**config.mk**
```make
export PLATFORM = sky130hd
export DESIGN_NAME = adc_scan_seq
export DESIGN_NICKNAME = d
export VERILOG_FILES = /design/src/rtl/adc_scan_pkg.sv /design/src/rtl/adc_mode_enc.sv /design/src/rtl/adc_spi_xfer.sv /design/src/rtl/adc_scan_seq.sv
export SDC_FILE = /design/constraint.sdc
export NUM_CORES = 1
export LEC_CHECK = 0
export BUFFER_PORTS_ARGS = -buffer_cell sky130_fd_sc_hd__buf_2
export CAP_MARGIN = 10
export CORE_MARGIN = 2
export CORE_UTILIZATION = 64
export CTS_CLUSTER_SIZE = 40
export DETAILED_ROUTE_END_ITERATION = 7
export GPL_ROUTABILITY_DRIVEN = 1
export GPL_TIMING_DRIVEN = 0
export PLACE_DENSITY = 0.95
export SKIP_LAST_GASP = 1
export SLEW_MARGIN = 20
export SYNTH_ARGS = -nofsm -noshare
export SYNTH_HDL_FRONTEND = slang
export SYNTH_SLANG_ARGS = --single-unit
```
**constraint.sdc**
```tcl
create_clock -name clk_i -period 4.35 [get_ports clk_i]
set_input_delay 0.2175 -clock clk_i [delete_from_list [all_inputs] [get_ports clk_i]]
set_output_delay 0.2175 -clock clk_i [all_outputs]
set_load 0.01 [all_outputs]
```
**src/rtl/adc_scan_pkg.sv**
```systemverilog
package adc_scan_pkg;
  localparam int DATA_W = 13;
  localparam int WORD_W = 16;

  typedef enum logic [1:0] {
    CMD_CAL,
    CMD_STAT,
    CMD_ACQ,
    CMD_CONV
  } cmd_kind_e;

  typedef enum logic [3:0] {
    ST_CAL,
    ST_STAT1,
    ST_CALWAIT,
    ST_STAT2,
    ST_ACQ,
    ST_IDLE,
    ST_CONV,
    ST_EOC,
    ST_LAST,
    ST_FAIL
  } seq_state_e;
endpackage

```
**src/rtl/adc_mode_enc.sv**
```systemverilog
module adc_mode_enc
  import adc_scan_pkg::*;
#(
  parameter int IDX_W = 4
) (
  input  cmd_kind_e        kind_i,
  input  logic [IDX_W-1:0] ch_i,
  input  logic [5:0]       acq_clocks_i,
  input  logic             small_i,
  output logic [7:0]       mode_o,
  output logic             acq_ok_o
);
  logic [7:0] raw;
  logic [7:0] acq_byte;
  logic [2:0] k;

  assign k = ch_i[2:0];

  always_comb begin
    acq_ok_o = 1'b1;
    case (acq_clocks_i)
      6'd0, 6'd10: acq_byte = 8'h4E;
      6'd6:        acq_byte = 8'h0E;
      6'd18:       acq_byte = 8'h8E;
      6'd34:       acq_byte = 8'hCE;
      default: begin
        acq_byte = 8'h4E;
        acq_ok_o = 1'b0;
      end
    endcase
  end

  always_comb begin
    case (kind_i)
      CMD_CAL:  raw = 8'h08;
      CMD_STAT: raw = 8'h0C;
      CMD_ACQ:  raw = acq_byte;
      default:  raw = {~ch_i[IDX_W-1], k[0], k[2:1], 4'b0000};
    endcase
  end

  // smaller variant drops bits 5:4 and shifts the low nibble up
  assign mode_o = small_i ? {raw[7:6], raw[3:0], 2'b00} : raw;
endmodule

```
**src/rtl/adc_spi_xfer.sv**
```systemverilog
module adc_spi_xfer #(
  parameter int CLK_DIV = 4
) (
  input  logic        clk_i,
  input  logic        rst_ni,
  input  logic        start_i,
  input  logic        two_byte_i,
  input  logic [7:0]  tx_i,
  output logic        done_o,
  output logic [15:0] rx_o,
  output logic        sclk_o,
  output logic        mosi_o,
  input  logic        miso_i,
  output logic        cs_no
);
  localparam int DIV_W = $clog2(CLK_DIV + 1);

  logic             active;
  logic [DIV_W-1:0] div_cnt;
  logic [3:0]       bit_cnt;
  logic [3:0]       last_bit;
  logic [7:0]       tx_sh;
  logic [15:0]      rx_sh;

  always_ff @(posedge clk_i or negedge rst_ni) begin
    if (!rst_ni) begin
      active   <= 1'b0;
      div_cnt  <= '0;
      bit_cnt  <= '0;
      last_bit <= '0;
      tx_sh    <= '0;
      rx_sh    <= '0;
      sclk_o   <= 1'b0;
      done_o   <= 1'b0;
    end else begin
      done_o <= 1'b0;
      if (!active) begin
        if (start_i) begin
          active   <= 1'b1;
          div_cnt  <= '0;
          bit_cnt  <= '0;
          last_bit <= two_byte_i ? 4'd15 : 4'd7;
          tx_sh    <= tx_i;
          rx_sh    <= '0;
        end
      end else if (div_cnt == DIV_W'(CLK_DIV - 1)) begin
        div_cnt <= '0;
        if (!sclk_o) begin
          sclk_o <= 1'b1;
          rx_sh  <= {rx_sh[14:0], miso_i};
        end else begin
          sclk_o <= 1'b0;
          if (bit_cnt == last_bit) begin
            active <= 1'b0;
            done_o <= 1'b1;
          end else begin
            bit_cnt <= bit_cnt + 4'd1;
            tx_sh   <= {tx_sh[6:0], 1'b0};
          end
        end
      end else begin
        div_cnt <= div_cnt + DIV_W'(1);
      end
    end
  end

  assign cs_no  = ~active;
  assign mosi_o = active & tx_sh[7];
  assign rx_o   = rx_sh;

  p_sclk_idle_low_r9: assert property (@(posedge clk_i) disable iff (!rst_ni)
    cs_no |-> !sclk_o);
  p_mosi_setup_r9: assert property (@(posedge clk_i) disable iff (!rst_ni)
    $rose(sclk_o) |-> $stable(mosi_o));
endmodule

```
**src/rtl/adc_scan_seq.sv**
```systemverilog
module adc_scan_seq
  import adc_scan_pkg::*;
#(
  parameter int CLK_DIV     = 4,
  parameter int EOC_TIMEOUT = 50000,
  parameter int N_CH        = 8
) (
  input  logic                     clk_i,
  input  logic                     rst_ni,
  input  logic                     trigger_i,
  input  logic [2*N_CH-1:0]        scan_mask_i,
  input  logic                     small_variant_i,
  input  logic [5:0]               acq_clocks_i,
  input  logic                     eoc_i,
  output logic                     busy_o,
  output logic                     done_o,
  output logic                     error_o,
  output logic                     res_we_o,
  output logic [$clog2(2*N_CH)-1:0] res_idx_o,
  output logic [WORD_W-1:0]        res_data_o,
  output logic                     sclk_o,
  output logic                     mosi_o,
  input  logic                     miso_i,
  output logic                     cs_no
);
  localparam int N_SCAN = 2 * N_CH;
  localparam int IDX_W  = $clog2(N_SCAN);
  localparam int TMO_W  = $clog2(EOC_TIMEOUT + 1);
  localparam int EXT_W  = WORD_W - DATA_W;

  seq_state_e        state;
  logic              launched;
  logic              first;
  logic [N_SCAN-1:0] mask_r;
  logic [N_SCAN-1:0] remain;
  logic [IDX_W-1:0]  cur_ch;
  logic [IDX_W-1:0]  prev_ch;
  logic [TMO_W-1:0]  tmo_cnt;
  logic              tmo_hit;
  logic [2:0]        eoc_sync;
  logic              eoc_rise;

  cmd_kind_e         kind;
  logic              two_byte;
  logic              is_cmd;
  logic              xfer_start;
  logic              xfer_done;
  logic [15:0]       rx_word;
  logic [7:0]        mode_byte;
  logic              acq_ok;
  logic [8:0]        stat_word;

  // lowest pending entry
  always_comb begin
    cur_ch = '0;
    for (int i = N_SCAN - 1; i >= 0; i--) begin
      if (remain[i]) cur_ch = IDX_W'(i);
    end
  end

  always_comb begin
    kind     = CMD_STAT;
    two_byte = 1'b1;
    is_cmd   = 1'b0;
    case (state)
      ST_CAL:   begin kind = CMD_CAL; two_byte = 1'b0; is_cmd = 1'b1; end
      ST_ACQ:   begin kind = CMD_ACQ; two_byte = 1'b0; is_cmd = 1'b1; end
      ST_CONV:  begin kind = CMD_CONV; is_cmd = 1'b1; end
      ST_STAT1, ST_STAT2, ST_LAST: is_cmd = 1'b1;
      default: ;
    endcase
  end

  assign xfer_start = is_cmd & ~launched;
  assign stat_word  = {rx_word[15:8], rx_word[7]};
  assign tmo_hit    = (tmo_cnt == TMO_W'(EOC_TIMEOUT - 1));
  assign eoc_rise   = eoc_sync[1] & ~eoc_sync[2];
  assign busy_o     = (state != ST_IDLE) && (state != ST_FAIL);

  adc_mode_enc #(.IDX_W(IDX_W)) u_enc (
    .kind_i       (kind),
    .ch_i         (cur_ch),
    .acq_clocks_i (acq_clocks_i),
    .small_i      (small_variant_i),
    .mode_o       (mode_byte),
    .acq_ok_o     (acq_ok)
  );

  adc_spi_xfer #(.CLK_DIV(CLK_DIV)) u_spi (
    .clk_i      (clk_i),
    .rst_ni     (rst_ni),
    .start_i    (xfer_start),
    .two_byte_i (two_byte),
    .tx_i       (mode_byte),
    .done_o     (xfer_done),
    .rx_o       (rx_word),
    .sclk_o     (sclk_o),
    .mosi_o     (mosi_o),
    .miso_i     (miso_i),
    .cs_no      (cs_no)
  );

  always_ff @(posedge clk_i or negedge rst_ni) begin
    if (!rst_ni) eoc_sync <= '0;
    else         eoc_sync <= {eoc_sync[1:0], eoc_i};
  end

  always_ff @(posedge clk_i or negedge rst_ni) begin
    if (!rst_ni) begin
      state      <= ST_CAL;
      launched   <= 1'b0;
      first      <= 1'b0;
      mask_r     <= '0;
      remain     <= '0;
      prev_ch    <= '0;
      tmo_cnt    <= '0;
      done_o     <= 1'b0;
      error_o    <= 1'b0;
      res_we_o   <= 1'b0;
      res_idx_o  <= '0;
      res_data_o <= '0;
    end else begin
      done_o   <= 1'b0;
      res_we_o <= 1'b0;
      if (xfer_start) launched <= 1'b1;
      if (xfer_done)  launched <= 1'b0;
      case (state)
        ST_CAL: if (xfer_done) state <= ST_STAT1;
        ST_STAT1: if (xfer_done) begin
          tmo_cnt <= '0;
          state   <= ST_CALWAIT;
        end
        ST_CALWAIT: begin
          if (eoc_rise || tmo_hit) state <= ST_STAT2;
          else tmo_cnt <= tmo_cnt + TMO_W'(1);
        end
        ST_STAT2: if (xfer_done) begin
          if (stat_word[6] || !acq_ok) begin
            error_o <= 1'b1;
            state   <= ST_FAIL;
          end else begin
            state <= ST_ACQ;
          end
        end
        ST_ACQ: if (xfer_done) state <= ST_IDLE;
        ST_IDLE: if (trigger_i) begin
          error_o <= 1'b0;
          mask_r  <= scan_mask_i;
          remain  <= scan_mask_i;
          first   <= 1'b1;
          if (scan_mask_i == '0) done_o <= 1'b1;
          else                   state  <= ST_CONV;
        end
        ST_CONV: if (xfer_done) begin
          if (!first) begin
            res_we_o   <= 1'b1;
            res_idx_o  <= prev_ch;
            res_data_o <= {{EXT_W{rx_word[15]}}, rx_word[15:EXT_W]};
          end
          first          <= 1'b0;
          prev_ch        <= cur_ch;
          remain[cur_ch] <= 1'b0;
          tmo_cnt        <= '0;
          state          <= ST_EOC;
        end
        ST_EOC: begin
          if (eoc_rise) begin
            state <= (remain != '0) ? ST_CONV : ST_LAST;
          end else if (tmo_hit) begin
            error_o <= 1'b1;
            done_o  <= 1'b1;
            state   <= ST_IDLE;
          end else begin
            tmo_cnt <= tmo_cnt + TMO_W'(1);
          end
        end
        ST_LAST: if (xfer_done) begin
          res_we_o   <= 1'b1;
          res_idx_o  <= prev_ch;
          res_data_o <= {{EXT_W{rx_word[15]}}, rx_word[15:EXT_W]};
          done_o     <= 1'b1;
          state      <= ST_IDLE;
        end
        default: state <= ST_FAIL;
      endcase
    end
  end

  p_cs_when_busy_r11: assert property (@(posedge clk_i) disable iff (!rst_ni)
    $fell(cs_no) |-> busy_o);
  p_done_single_r11: assert property (@(posedge clk_i) disable iff (!rst_ni)
    done_o |=> !done_o);
  p_busy_trig_keeps_mask_r11: assert property (@(posedge clk_i) disable iff (!rst_ni)
    (busy_o && trigger_i) |=> $stable(mask_r));
  p_timeout_abort_r8: assert property (@(posedge clk_i) disable iff (!rst_ni)
    (state == ST_EOC && tmo_hit && !eoc_rise) |=> (error_o && done_o && !busy_o));
  p_fail_sticky_r3: assert property (@(posedge clk_i) disable iff (!rst_ni)
    (state == ST_FAIL) |=> (state == ST_FAIL && error_o && !busy_o));
  p_write_in_mask_r6: assert property (@(posedge clk_i) disable iff (!rst_ni)
    res_we_o |-> mask_r[res_idx_o]);
endmodule

```
* Word level (Yosys, flattened, before mapping)
Cells that the tools add are included.
** Storage, ports and cells
- Input port bits :: 28
- Logic and storage cells :: 206
- Output and inout bits :: 27
- Register bits :: 106
** Cells by class
- Reduce and logical (&&, ||, !) cells :: 31
- Bitwise operators :: 9
- Multiplexer cells :: 101
- Equality and inequality tests :: 40
- Add/sub/neg operators :: 3
- Order comparisons :: 2
** Operators with widths (number)
- $mux 16 :: 13
- $mux 4 :: 37
- $pmux 16 s2 :: 2
- $pmux 16 s3 :: 1
- $pmux 8 s3 :: 2
- $mux 8 :: 5
- $pmux 4 s8 :: 1
- $mux 1 :: 29
- $ne 2x2->1 const B :: 12
- $add 16x1->16 const B :: 1
- $and 16x16->16 :: 1
- $eq 16x16->1 const B :: 1
- $eq 4x3->1 const B :: 4
- $logic_not 16->1 :: 1
- $ne 2x1->1 const B :: 8
- $not 16->16 :: 1
- $reduce_bool 16->1 :: 1
- $mux 3 :: 3
- $reduce_and 9->1 :: 1
- $eq 4x2->1 const B :: 2
- $pmux 4 s2 :: 1
- $reduce_and 4->1 :: 2
- $reduce_bool 2->1 :: 4
- $eq 6x3->1 const B :: 1
- 37 further kinds :: 52

* Logic depth before layout (Yosys ltp)
- Word-level depth :: 24
- Depth in mapped cells :: 9

* Cells and area by module
A second synthesis with hierarchy kept.
** Second synthesis, totals
- Cells, all modules :: 551
- Area, all modules :: 5435.2 sq um
** By module, submodules not included
- adc_scan_seq :: area an instance 3567.2 sq um, instances 1, cells each 364
- adc_spi_xfer :: area an instance 1639.1 sq um, instances 1, cells each 155
- adc_mode_enc :: area an instance 229.0 sq um, instances 1, cells each 32

* Worst setup path after synthesis
Ideal clock, no wire load.
- Path kind :: flip-flop to flip-flop
- Start point :: reg tmo_cnt[0]
- End point :: reg state[2]
- Required time :: 4.225 ns
- Path slack :: 2.336 ns
- Stages on the path, launching flop included :: 8
- Period minus slack after synthesis :: 2.014 ns
- Arrival :: 1.890 ns
- Cells stage by stage :: dfrtp_1 -> ha_1 -> and3_1 -> and4_1 -> or3_1 -> buf_2 -> nand2_1 -> mux2_2
** Between the ends
- Longest elaborated chain between the ends :: 4
- Elaborated cells on any way between the ends :: 5
- Classes of those cells :: eq/ne (3); reduce/logical (2)
** Ends and longest elaborated chain
- start: declaration :: RTL line adc_scan_seq.sv:38 : logic [TMO_W-1:0] tmo_cnt;
- start signal: assignment :: RTL line adc_scan_seq.sv:135 : else tmo_cnt <= tmo_cnt + TMO_W'(1);
- start signal: assignment :: RTL line adc_scan_seq.sv:174 : tmo_cnt <= tmo_cnt + TMO_W'(1);
- $eq 16x16->1 (*) :: RTL line adc_scan_seq.sv:76 : assign tmo_hit = (tmo_cnt == TMO_W'(EOC_TIMEOUT - 1));
- $logic_or 1x1->1 :: RTL line adc_scan_seq.sv:134 : if (eoc_rise || tmo_hit) state <= ST_STAT2;
- $ne 2x2->1 (no line)
- $reduce_and 9->1 (no line) (*)
- end signal: assignment :: RTL line adc_scan_seq.sv:168 : state <= (remain != '0) ? ST_CONV : ST_LAST;
- end: declaration :: RTL line adc_scan_seq.sv:31 : seq_state_e state;
Mark *: on every way between the ends. The rest lies on a longest branch, timed or not.
A chain may end at the register's enable or synchronous reset.

* Final worst setup path
Ends and elaborated chain as after synthesis.

==> impl_metrics.tcl <==
set metrics [dict create \
    syn_to_final_growth_pct 12.42 \
    fin_crit_ns 2.253 \
    synth_cell_types 70 \
    status "finished, final reports clean" \
    synth.net_count 577 \
    reg2reg_from "tmo_cnt[0]" \
    drive_gt1_share_pct 19.55 \
    setup.worst_path.class "flop to flop" \
    grt_remaining_overflow 0 \
    grt_max_degree 85 \
    critPathLaunchType "flop" \
    drc_errors 0 \
    setup-tns-final_ns 0 \
    p_leak_nw 2.753 \
    ir_drop_v 0.0001723 \
    synth_area_per_cell_um2 9.524 \
    crit_fanout 8 \
    crit_path_cell_trace "ha_1, and3_1, and4_1, or3_1, buf_2, nand2_1, mux2_2" \
    hold_viol 0 \
    cts-root-buf "clkbuf_8" \
    dp_hpwl_um 9335 \
    nets 645 \
    regToRegEndpoint "state[2]" \
    worst_pin_slew_ns 0.6191 \
    drtIter0Drc 368 \
    final-setup-viol-count 0 \
    ant_nets 0 \
    cts_buffers 9 \
    period_share_pct 51.78 \
    arrival_ns 2.52 \
    vias_per_cell 6.399 \
    crit_required_ns 4.62 \
    die_h_um 94.14 \
    synth_area_um2 5200 \
    numPortBuffers 54 \
    crit_path_max_incr_delay_ns 0.43 \
    dr_total_vias 4614 \
    clk_pin_slew_ns 0.10 \
    synth_ff_type "dfrtp_1" \
    cts_tree "yes" \
    post_synth_most_frequent_cells "dfrtp_1 (100), nand2_1 (86), o21ai_1 (40), nor2_1 (39), o21ai_0 (25)" \
    synthMostInstantiatedCell "dfrtp_1" \
    cpMaxStageDelayCell "dfrtp_1" \
    slew_headroom_pct 58.58 \
    cts_resized 0 \
    rsz0062_at_grt "no" \
    fmax_mhz 443.9 \
    insertion_delay_ns 0.37 \
    antenna_cells 0 \
    start_util_pct 66.60 \
    synthCells 546 \
    antenna_found_initial 0 \
    synth-seq-cells 100 \
    ys_warn_count 0 \
    routed_wl_um 12850 \
    ff2ff_path_depth 7 \
    clock_skew_ns 0.01246 \
    grtUsageTotal_pct 30.46 \
    hold_depth 3 \
    async_reset_ff_share_pct 100.0 \
    fin_hold_ws_ns 0.06652 \
    hold_class "primary input to flop" \
    core_um2 7807 \
    dr.pass1.iters 5 \
    power_density_nw_per_um2 267.3 \
    hold_end "remain[10]" \
    synth_seq_area_share_pct 48.12 \
    clockBufferDepth 2 \
    io_pins 55 \
    synth_area_leader_cell "dfrtp_1" \
    yosysTopAreaCellShare_pct 48.12 \
    drv_slew 0 \
    die_area_um2 8862 \
    synth.area.top_cells "dfrtp_1 (48%), nand2_1 (6.2%), o21ai_1 (3.8%), nor2_1 (2.8%), o21ai_0 (2.4%)" \
    grt_first_pass_wirelength_um 21180 \
    hold_start "scan_mask_i[10]" \
    maxCapViolCount 0 \
    synth_edf_count 0 \
    htreeDepth 3 \
    num_rows 32 \
    first_global_vias 4503 \
    routedWlPerCell_um 17.82 \
    r2r_setup_slack_ns 2.10 \
    cp-end-kind "flop" \
    die_w_um 94.14 \
    gp_congestion 1.014 \
    cts.sinks 100 \
]
## timing repair
action                                 4_1_cts  5_1_grt
endpoints found under the hold margin       37        0
hold buffers                                 2        0
setup buffers                                0        0
## power breakdown
part | total [mW] | internal (mW) | switching, mW
Sequential | 0.936 | 0.933 | 0.00277
Combinational | 0.0522 | 0.0186 | 0.0337
Clock | 0.575 | 0.234 | 0.341
Total | 1.56 | 1.19 | 0.377
## cell families after synthesis
kind of cell / Yosys count / share of synthesized area (%)
compound gates: 143 / 17.97
xor+xnor: 9 / 1.516
fa+ha+maj: 3 / 0.7219
buf+inv: 36 / 3.513
flops: 100 / 48.12
mux: 22 / 4.716
simple gates: 233 / 23.44
## how the worst max path moves through the flow
| stage | slack (ns) | cells after the start | startpoint | to |
|---|---|---|---|---|
| after global placement | 2.10 | 1 | rst_ni | res_idx_o[0] |
| final | 2.10 | 7 | tmo_cnt[0] | state[2] |
| after CTS | 2.11 | 7 | tmo_cnt[0] | state[2] |
| after global routing | 2.00 | 7 | tmo_cnt[0] | state[0] |
| after floorplan | 2.34 | 7 | tmo_cnt[0] | state[2] |
| after detailed placement | 2.12 | 7 | tmo_cnt[0] | state[2] |
## metal layers
metal  wire length, um  GRT usage (%)  up-vias
li1                  -              -     2117
met1              5192          37.93     2264
met2              6495          51.37      194
met3               732          5.859       39
met4               429          14.01        0
met5                 0              0        -
## placed cells by master (no fill, tap or decap), types with 9 or more instances in the layout
cell,instances
o21ai_1,40
dfrtp_1,100
nor3_1,9
o31ai_1,12
a22o_1,11
nand2_1,86
a21oi_1,17
nand3_1,17
clkbuf_8,10
mux2_2,10
nor2b_1,13
buf_2,70
nor2_1,39
mux2_1,10
o21ai_0,25
a31oi_1,9
## state kept, by name (all words and copies together), names as in the netlist, 2 cells and up
register        cells
u_spi.div_cnt       3
res_data_o         13
u_spi.tx_sh         7
u_spi.rx_o         16
u_spi.last_bit      2
tmo_cnt            16
u_spi.bit_cnt       4
prev_ch             4
state               4
eoc_sync            3
res_idx_o           4
remain             16
## worst max-delay path, delay by kind of cell, from the launching register on
| kind | cells | cell delay (ns) |
|---|---|---|
| adders and majority gates | 1 | 0.24 |
| buffers and inverters | 1 | 0.19 |
| DFF | 1 | 0.43 |
| muxes | 1 | 0.35 |
| and+or+nand+nor | 4 | 0.94 |
## final cells by class
class                      count  area [um^2]
clock buffer                  10        137.6
timing repair buffer          57        324.1
clock inverter                 6        56.30
fill                         568         1962
buffer                        28        152.6
multi-input combinational    410         2515
tap                          102        127.6
sequential                   100         2502
inverter                       8        30.03
## stage by stage
| stage | power [mW] | setup slack (ns) | cells | cell area [um^2] | util (%) |
|---|---|---|---|---|---|
| 2_1_floorplan | 0.9631 | 2.336 | 546 | 5200 | - |
| 3_3_place_gp | 0.9993 | 2.098 | 702 | 5598 | 71.70 |
| 3_5_place_dp | 1.006 | 2.125 | 703 | 5632 | 72.13 |
| 4_1_cts | 1.572 | 2.107 | 721 | 5846 | 74.87 |
| 5_1_grt | 1.625 | 2.004 | 721 | 5846 | 74.87 |
| 6_report | 1.563 | 2.097 | 721 | 5846 | 74.87 |
Power figures use the tool's default switching activity.
